`config.mk`:
```
export PLATFORM = sky130hd
export DESIGN_NAME = pgbus_ctrl
export DESIGN_NICKNAME = d
export VERILOG_FILES = /design/src/rtl/pgbus_pkg.sv /design/src/rtl/pgbus_pagetrack.sv /design/src/rtl/pgbus_seq.sv /design/src/rtl/pgbus_pindrive.sv /design/src/rtl/pgbus_ctrl.sv
export SDC_FILE = /design/constraint.sdc
export NUM_CORES = 1
export LEC_CHECK = 0
export ABC_AREA = 1
export BUFFER_PORTS_ARGS = -buffer_cell sky130_fd_sc_hd__buf_2
export CAP_MARGIN = 20
export CELL_PAD_IN_SITES_DETAIL_PLACEMENT = 2
export CELL_PAD_IN_SITES_GLOBAL_PLACEMENT = 2
export CORE_MARGIN = 2
export CORE_UTILIZATION = 32
export CTS_BUF_LIST = sky130_fd_sc_hd__clkbuf_4 sky130_fd_sc_hd__clkbuf_8
export CTS_CLUSTER_SIZE = 8
export DETAILED_ROUTE_END_ITERATION = 12
export HOLD_SLACK_MARGIN = 0.08
export PLACE_DENSITY = 0.88
export RECOVER_POWER = 100
export SYNTH_ARGS = -nofsm -noshare
export SYNTH_HDL_FRONTEND = slang
export SYNTH_HIERARCHICAL = 1
export SYNTH_SLANG_ARGS = --single-unit
```
`constraint.sdc`:
```
create_clock -name clk -period 3 [get_ports clk]
set_input_delay 0.45 -clock clk [delete_from_list [all_inputs] [get_ports clk]]
set_output_delay 0.45 -clock clk [all_outputs]
set_load 0.05 [all_outputs]
```
`src/rtl/pgbus_pkg.sv`:
```
package pgbus_pkg;

  localparam int CNT_W = 4;

  localparam logic [1:0] KIND_FETCH = 2'd0;
  localparam logic [1:0] KIND_READ  = 2'd1;
  localparam logic [1:0] KIND_WRITE = 2'd2;

  // Shape of one external cycle: total clocks, clocks of address phase,
  // index of the last strobe clock, and the bus arrangement.
  typedef struct packed {
    logic [CNT_W-1:0] len;
    logic [CNT_W-1:0] aph;
    logic [CNT_W-1:0] slast;
    logic             hi_mux;
    logic             nonpage;
  } cyc_plan_t;

  function automatic cyc_plan_t plan_cycle(input logic en, input logic [1:0] sel,
                                           input logic [1:0] kind, input logic hit);
    cyc_plan_t        p;
    logic [CNT_W-1:0] h;
    p = '0;
    h = CNT_W'(1) << sel;
    if (!en) begin
      p.len     = CNT_W'(4);
      p.aph     = CNT_W'(1);
      p.slast   = CNT_W'(2);
      p.nonpage = 1'b1;
    end else if (sel == 2'b11) begin
      p.hi_mux = 1'b1;
      if (kind == KIND_FETCH && hit) begin
        p.len   = CNT_W'(2);
        p.aph   = '0;
        p.slast = CNT_W'(1);
      end else begin
        p.len   = CNT_W'(4);
        p.aph   = CNT_W'(2);
        p.slast = CNT_W'(3);
      end
    end else if (hit) begin
      p.len   = h;
      p.aph   = '0;
      p.slast = h - CNT_W'(1);
    end else begin
      p.len   = h << 1;
      p.aph   = h;
      p.slast = (h << 1) - CNT_W'(1);
    end
    return p;
  endfunction

endpackage

```
`src/rtl/pgbus_pagetrack.sv`:
```
module pgbus_pagetrack #(
  parameter int HI_W = 8
) (
  input  logic            clk,
  input  logic            rst,
  input  logic            cfg_en,
  input  logic [1:0]      cfg_sel,
  input  logic [HI_W-1:0] hi,
  input  logic            upd,
  output logic            hit
);
  logic [HI_W-1:0] last_hi;
  logic [2:0]      last_cfg;
  logic            known;

  assign hit = known && (last_hi == hi) && (last_cfg == {cfg_en, cfg_sel});

  always_ff @(posedge clk) begin
    if (rst) begin
      known    <= 1'b0;
      last_hi  <= '0;
      last_cfg <= '0;
    end else if (upd) begin
      known    <= 1'b1;
      last_hi  <= hi;
      last_cfg <= {cfg_en, cfg_sel};
    end
  end
endmodule

```
`src/rtl/pgbus_seq.sv`:
```
module pgbus_seq #(
  parameter int CNT_W = 4
) (
  input  logic             clk,
  input  logic             rst,
  input  logic             start,
  input  logic [CNT_W-1:0] len,
  output logic             busy,
  output logic [CNT_W-1:0] k,
  output logic             nxt_act,
  output logic [CNT_W-1:0] nxt_k,
  output logic             done
);
  logic at_end;

  assign at_end  = busy && (k == len - CNT_W'(1));
  assign nxt_act = start || (busy && !at_end);
  assign nxt_k   = start ? '0 : k + CNT_W'(1);

  always_ff @(posedge clk) begin
    if (rst) begin
      busy <= 1'b0;
      k    <= '0;
      done <= 1'b0;
    end else begin
      done <= at_end;
      if (start) begin
        busy <= 1'b1;
        k    <= '0;
      end else if (at_end) begin
        busy <= 1'b0;
      end else if (busy) begin
        k <= k + CNT_W'(1);
      end
    end
  end
endmodule

```
`src/rtl/pgbus_pindrive.sv`:
```
module pgbus_pindrive
  import pgbus_pkg::*;
#(
  parameter int DATA_W = 8
) (
  input  logic                clk,
  input  logic                rst,
  input  logic                act,
  input  logic [CNT_W-1:0]    k,
  input  cyc_plan_t           plan,
  input  logic [1:0]          kind,
  input  logic [2*DATA_W-1:0] addr,
  input  logic [DATA_W-1:0]   wdata,
  output logic [DATA_W-1:0]   pa_o,
  output logic                pa_oe,
  output logic [DATA_W-1:0]   pb_o,
  output logic                pb_oe,
  output logic                ale,
  output logic                psen_n,
  output logic                rd_n,
  output logic                wr_n
);
  logic [DATA_W-1:0] hi_b, lo_b, n_pa, n_pb;
  logic n_pa_oe, n_pb_oe, n_ale, n_ps, n_rd, n_wr;
  logic in_addr, in_strb, is_wr;

  assign hi_b    = addr[2*DATA_W-1:DATA_W];
  assign lo_b    = addr[DATA_W-1:0];
  assign in_addr = k < plan.aph;
  assign in_strb = (k >= plan.aph) && (k <= plan.slast);
  assign is_wr   = (kind == KIND_WRITE);

  always_comb begin
    n_ale   = 1'b0;
    n_ps    = 1'b1;
    n_rd    = 1'b1;
    n_wr    = 1'b1;
    n_pa    = '0;
    n_pa_oe = 1'b0;
    n_pb    = '0;
    n_pb_oe = 1'b0;
    if (act) begin
      n_ale = in_addr;
      if (in_strb) begin
        n_ps = !(kind == KIND_FETCH);
        n_wr = !is_wr;
        n_rd = (kind == KIND_FETCH) || is_wr;
      end
      if (plan.nonpage) begin
        n_pa    = hi_b;
        n_pa_oe = 1'b1;
        if (in_addr) begin
          n_pb    = lo_b;
          n_pb_oe = 1'b1;
        end else if (in_strb && is_wr) begin
          n_pb    = wdata;
          n_pb_oe = 1'b1;
        end
      end else if (plan.hi_mux) begin
        n_pb    = lo_b;
        n_pb_oe = 1'b1;
        if (in_addr) begin
          n_pa    = hi_b;
          n_pa_oe = 1'b1;
        end else if (is_wr) begin
          n_pa    = wdata;
          n_pa_oe = 1'b1;
        end
      end else begin
        n_pa_oe = 1'b1;
        n_pa    = in_addr ? hi_b : lo_b;
        if (is_wr && !in_addr) begin
          n_pb    = wdata;
          n_pb_oe = 1'b1;
        end
      end
    end
  end

  always_ff @(posedge clk) begin
    if (rst) begin
      ale    <= 1'b0;
      psen_n <= 1'b1;
      rd_n   <= 1'b1;
      wr_n   <= 1'b1;
      pa_o   <= '0;
      pa_oe  <= 1'b0;
      pb_o   <= '0;
      pb_oe  <= 1'b0;
    end else begin
      ale    <= n_ale;
      psen_n <= n_ps;
      rd_n   <= n_rd;
      wr_n   <= n_wr;
      pa_o   <= n_pa;
      pa_oe  <= n_pa_oe;
      pb_o   <= n_pb;
      pb_oe  <= n_pb_oe;
    end
  end
endmodule

```
`src/rtl/pgbus_ctrl.sv`:
```
module pgbus_ctrl
  import pgbus_pkg::*;
#(
  parameter int DATA_W = 8
) (
  input  logic                clk,
  input  logic                rst,
  input  logic                cfg_page_en,
  input  logic [1:0]          cfg_page_sel,
  input  logic                req_valid,
  input  logic [1:0]          req_kind,
  input  logic [2*DATA_W-1:0] req_addr,
  input  logic [DATA_W-1:0]   req_wdata,
  output logic                req_ready,
  output logic [DATA_W-1:0]   req_rdata,
  output logic [DATA_W-1:0]   pa_o,
  output logic                pa_oe,
  input  logic [DATA_W-1:0]   pa_i,
  output logic [DATA_W-1:0]   pb_o,
  output logic                pb_oe,
  input  logic [DATA_W-1:0]   pb_i,
  output logic                ale,
  output logic                psen_n,
  output logic                rd_n,
  output logic                wr_n
);
  localparam int ADDR_W = 2 * DATA_W;

  logic             busy, nxt_act, hit, accept, capture;
  logic [CNT_W-1:0] k, nxt_k;
  cyc_plan_t        plan_new, plan_q, plan_n;
  logic [1:0]       kind_q, kind_n;
  logic [ADDR_W-1:0] addr_q, addr_n;
  logic [DATA_W-1:0] wdata_q, wdata_n, rdata_q;

  assign accept   = req_valid && !busy && !req_ready;
  assign plan_new = plan_cycle(cfg_page_en, cfg_page_sel, req_kind, hit);
  assign plan_n   = accept ? plan_new  : plan_q;
  assign kind_n   = accept ? req_kind  : kind_q;
  assign addr_n   = accept ? req_addr  : addr_q;
  assign wdata_n  = accept ? req_wdata : wdata_q;
  assign capture  = busy && (k == plan_q.slast) && (kind_q != KIND_WRITE);

  pgbus_pagetrack #(.HI_W(DATA_W)) u_track (
    .clk     (clk),
    .rst     (rst),
    .cfg_en  (cfg_page_en),
    .cfg_sel (cfg_page_sel),
    .hi      (req_addr[ADDR_W-1:DATA_W]),
    .upd     (accept),
    .hit     (hit)
  );

  pgbus_seq #(.CNT_W(CNT_W)) u_seq (
    .clk     (clk),
    .rst     (rst),
    .start   (accept),
    .len     (plan_q.len),
    .busy    (busy),
    .k       (k),
    .nxt_act (nxt_act),
    .nxt_k   (nxt_k),
    .done    (req_ready)
  );

  pgbus_pindrive #(.DATA_W(DATA_W)) u_pins (
    .clk    (clk),
    .rst    (rst),
    .act    (nxt_act),
    .k      (nxt_k),
    .plan   (plan_n),
    .kind   (kind_n),
    .addr   (addr_n),
    .wdata  (wdata_n),
    .pa_o   (pa_o),
    .pa_oe  (pa_oe),
    .pb_o   (pb_o),
    .pb_oe  (pb_oe),
    .ale    (ale),
    .psen_n (psen_n),
    .rd_n   (rd_n),
    .wr_n   (wr_n)
  );

  always_ff @(posedge clk) begin
    if (rst) begin
      plan_q  <= '0;
      kind_q  <= '0;
      addr_q  <= '0;
      wdata_q <= '0;
      rdata_q <= '0;
    end else begin
      if (accept) begin
        plan_q  <= plan_new;
        kind_q  <= req_kind;
        addr_q  <= req_addr;
        wdata_q <= req_wdata;
      end
      if (capture) rdata_q <= plan_q.hi_mux ? pa_i : pb_i;
    end
  end

  assign req_rdata = rdata_q;
endmodule

```
==> insert_results.sql <==
INSERT INTO impl_metrics (metric_group, metric, value, unit) VALUES
('clocking', 'cts-root-to-sink-buffers', '2', ''),
('setup_path', 'critical_path.endpoint_type', 'register', ''),
('global_routing', 'global_route_wire_length_before_repair', '24.96', 'mm'),
('setup_path', 'timing.critical_path.fanout_max', '13', ''),
('timing', 'timing_hold_violations_final', '0', ''),
('layout', 'fin_nets', '875', ''),
('setup_path', 'timing.reg2reg.worst_path_depth', '15', ''),
('synth', 'post_synth_instance_area', '4974', 'sq um'),
('drt', 'drt_iter0_markers', '193', ''),
('synth', 'yosysWarningCount', '6', ''),
('layout', 'flow.area_growth_from_synthesis', '14.62', '%'),
('place', 'placed_area', '5534', 'sq um'),
('layout', 'multiInputGateArea', '2394', 'sq um'),
('pwr', 'vdd_drop_max', '0.3236', 'mV'),
('clocking', 'clock_sinks', '88', ''),
('timing', 'share_of_the_clock_period_used_by_the_worst_path_after_layout', '95.92', '%'),
('layout', 'layout-drive-gt1-share', '15.83', '%'),
('layout', 'fin_area', '5700', 'sq um'),
('clocking', 'cts_made_buffers', '9', ''),
('pwr', 'leak_pwr', '2.817', 'nW'),
('timing', 'fin_ws', '122.5', 'ps'),
('drt', 'detailedRoute.firstPassIterationCount', '5', ''),
('clocking', 'clkSlewWorstSetupHoldPaths', '90', 'ps'),
('layout', 'final-seq-area', '1768', 'sq um'),
('global_routing', 'grt_use_total', '19.16', '%'),
('synth', 'synth.net_count', '793', ''),
('place', 'gpl.final_weighted_congestion', '0.8580', ''),
('setup_path', 'critical_path_startpoint_category', 'register', ''),
('layout', 'final_common_cell', 'sky130_fd_sc_hd__nand2_1', ''),
('die', 'boundaryPins', '79', ''),
('timing', 'timing_max_transition_violations_final', '0', ''),
('pwr', 'swShare', '38.31', '%'),
('die', 'starting_density', '32.72', '%'),
('setup_path', 'critical_path_class', 'reg2reg', ''),
('global_routing', 'initial_antenna_violation_count', '0', ''),
('drt', 'routed_wirelength', '17.00', 'mm'),
('timing', 'finClkSkew', '17.07', 'ps'),
('setup_path', 'worst-r2r-setup-slack', '120', 'ps'),
('drt', 'routedWlPerCell', '16.85', 'um'),
('setup_path', 'worst_ep_arrival_time', '3180', 'ps'),
('timing', 'totalNegativeSetupSlack', '0', 'ps'),
('synth', 'post_synth_inst_count', '735', ''),
('pwr', 'internal-power', '0.001889', 'W'),
('timing', 'layout_min_cycle_time', '2877', 'ps'),
('die', 'core.rowCount', '45', ''),
('timing', 'max-slew-margin-rel', '35.14', '%'),
('setup_path', 'cp-endpoint', 'u_pins/pb_o[0]', ''),
('pwr', 'power', '0.003062', 'W'),
('synth', 'postSynthAreaPerCell', '6.767', 'sq um'),
('run_status', 'run_status', 'completed', ''),
('hold_path', 'worstHoldPathType', 'in2reg', ''),
('pwr', 'power.clock.fraction', '26.7', '%'),
('drt', 'postRouteAntennaNets', '0', ''),
('layout', 'fillers', '1891', ''),
('pwr', 'netSwitchingPower', '0.001173', 'W'),
('timing', 'worst-slew-pin-transition', '972.9', 'ps'),
('timing', 'fmax', '0.3475', 'GHz'),
('global_routing', 'overflow', '0', ''),
('clocking', 'cts.htree.levels', '3', ''),
('drt', 'drc', '0', ''),
('die', 'die_w', '128.7', 'um'),
('clocking', 'clock_tree_from_tritoncts', 'yes', ''),
('job', 'max_cap_viol_count', '0', ''),
('setup_path', 'r2r_start', 'u_seq/done', ''),
('die', 'floorplan.die_area', '16560', 'sq um'),
('place', 'post_detailed_placement_half_perimeter_wirelength', '11.47', 'mm'),
('clocking', 'clk_root_buffer_cell', 'sky130_fd_sc_hd__clkbuf_8', ''),
('clocking', 'worstSkewPairLatency', '390', 'ps'),
('drt', 'vias', '4923', ''),
('setup_path', 'cp_data_required_time', '3300', 'ps'),
('drt', 'route.detailed.vias_per_inst', '4.879', '');
==> power by group through the flow <==
stage / clock network, W / logic [W] / registers, W
2_1_floorplan: 0 / 0.000533 / 0.00145
5_1_grt: 0.000899 / 0.00104 / 0.00132
4_1_cts: 0.000844 / 0.000891 / 0.00130
3_5_place_dp: 0 / 0.000877 / 0.00133
6_report: 0.000818 / 0.000936 / 0.00131
3_3_place_gp: 0 / 0.000848 / 0.00133
==> registers in the layout, summed over array words and instances, names as in the netlist, 2 cells and up <==
name              count
addr_q               16
plan_q               14
req_rdata             8
u_pins/pa_o           8
u_pins/pb_o           8
u_track/last_hi       8
wdata_q               8
u_seq/k               4
u_track/last_cfg      3
kind_q                2
==> timing repair <==
item                                    in CTS  in global routing
endpoints found under the setup margin       0                 20
setup buffers                                0                  3
resized for setup                            0                 27
==> through the flow <==
step | instances | utilization, %
2_1_floorplan | 735 | -
3_3_place_gp | 991 | 36.40
3_5_place_dp | 991 | 36.40
4_1_cts | 1006 | 37.59
5_1_grt | 1009 | 37.50
6_report | 1009 | 37.50
==> worst max-delay path, cell delays in order (launching register included) <==
cell and delay [ps]:
sky130_fd_sc_hd__dfxtp_1 320, sky130_fd_sc_hd__nor2_1 190, sky130_fd_sc_hd__nand2_1 180, sky130_fd_sc_hd__nor2_1 300, sky130_fd_sc_hd__nand3_1 290, sky130_fd_sc_hd__nand2_1 150, sky130_fd_sc_hd__inv_1 70, sky130_fd_sc_hd__ha_1 290
sky130_fd_sc_hd__nand2_2 80, sky130_fd_sc_hd__inv_2 80, sky130_fd_sc_hd__nand2_4 90, sky130_fd_sc_hd__nand2_8 160, sky130_fd_sc_hd__nand2_1 130, sky130_fd_sc_hd__nor2_2 200, sky130_fd_sc_hd__a21oi_1 100, sky130_fd_sc_hd__a21oi_1 170
==> how the worst min path moves through the flow <==
stage | cells past startpoint | start | to | slack (ps)
final | 3 | req_wdata[1] | wdata_q[1] | 320
after global routing | 3 | req_addr[0] | addr_q[0] | 320
after CTS | 3 | req_wdata[1] | wdata_q[1] | 300
after detailed placement | 2 | plan_q[9] | plan_q[9] | 450
after global placement | 2 | plan_q[9] | plan_q[9] | 440
after floorplan | 2 | plan_q[9] | plan_q[9] | 420
==> layer usage <==
metal / routed length, um / track usage, %
met1: 7512 / 23.43
met2: 8576 / 34.27
met3: 562 / 4.615
met4: 353 / 3.964
met5: 0 / 0
==> final cells by class <==
class	count	area share, %
Tap cell	188	4.126
Timing Repair Buffer	96	8.494
Sequential cell	88	31.01
Multi-Input combinational cell	453	41.99
Clock buffer	13	2.919
Inverter	169	11.22
Clock inverter	2	0.2414
Note: power is estimated with default switching activity, not from simulation.
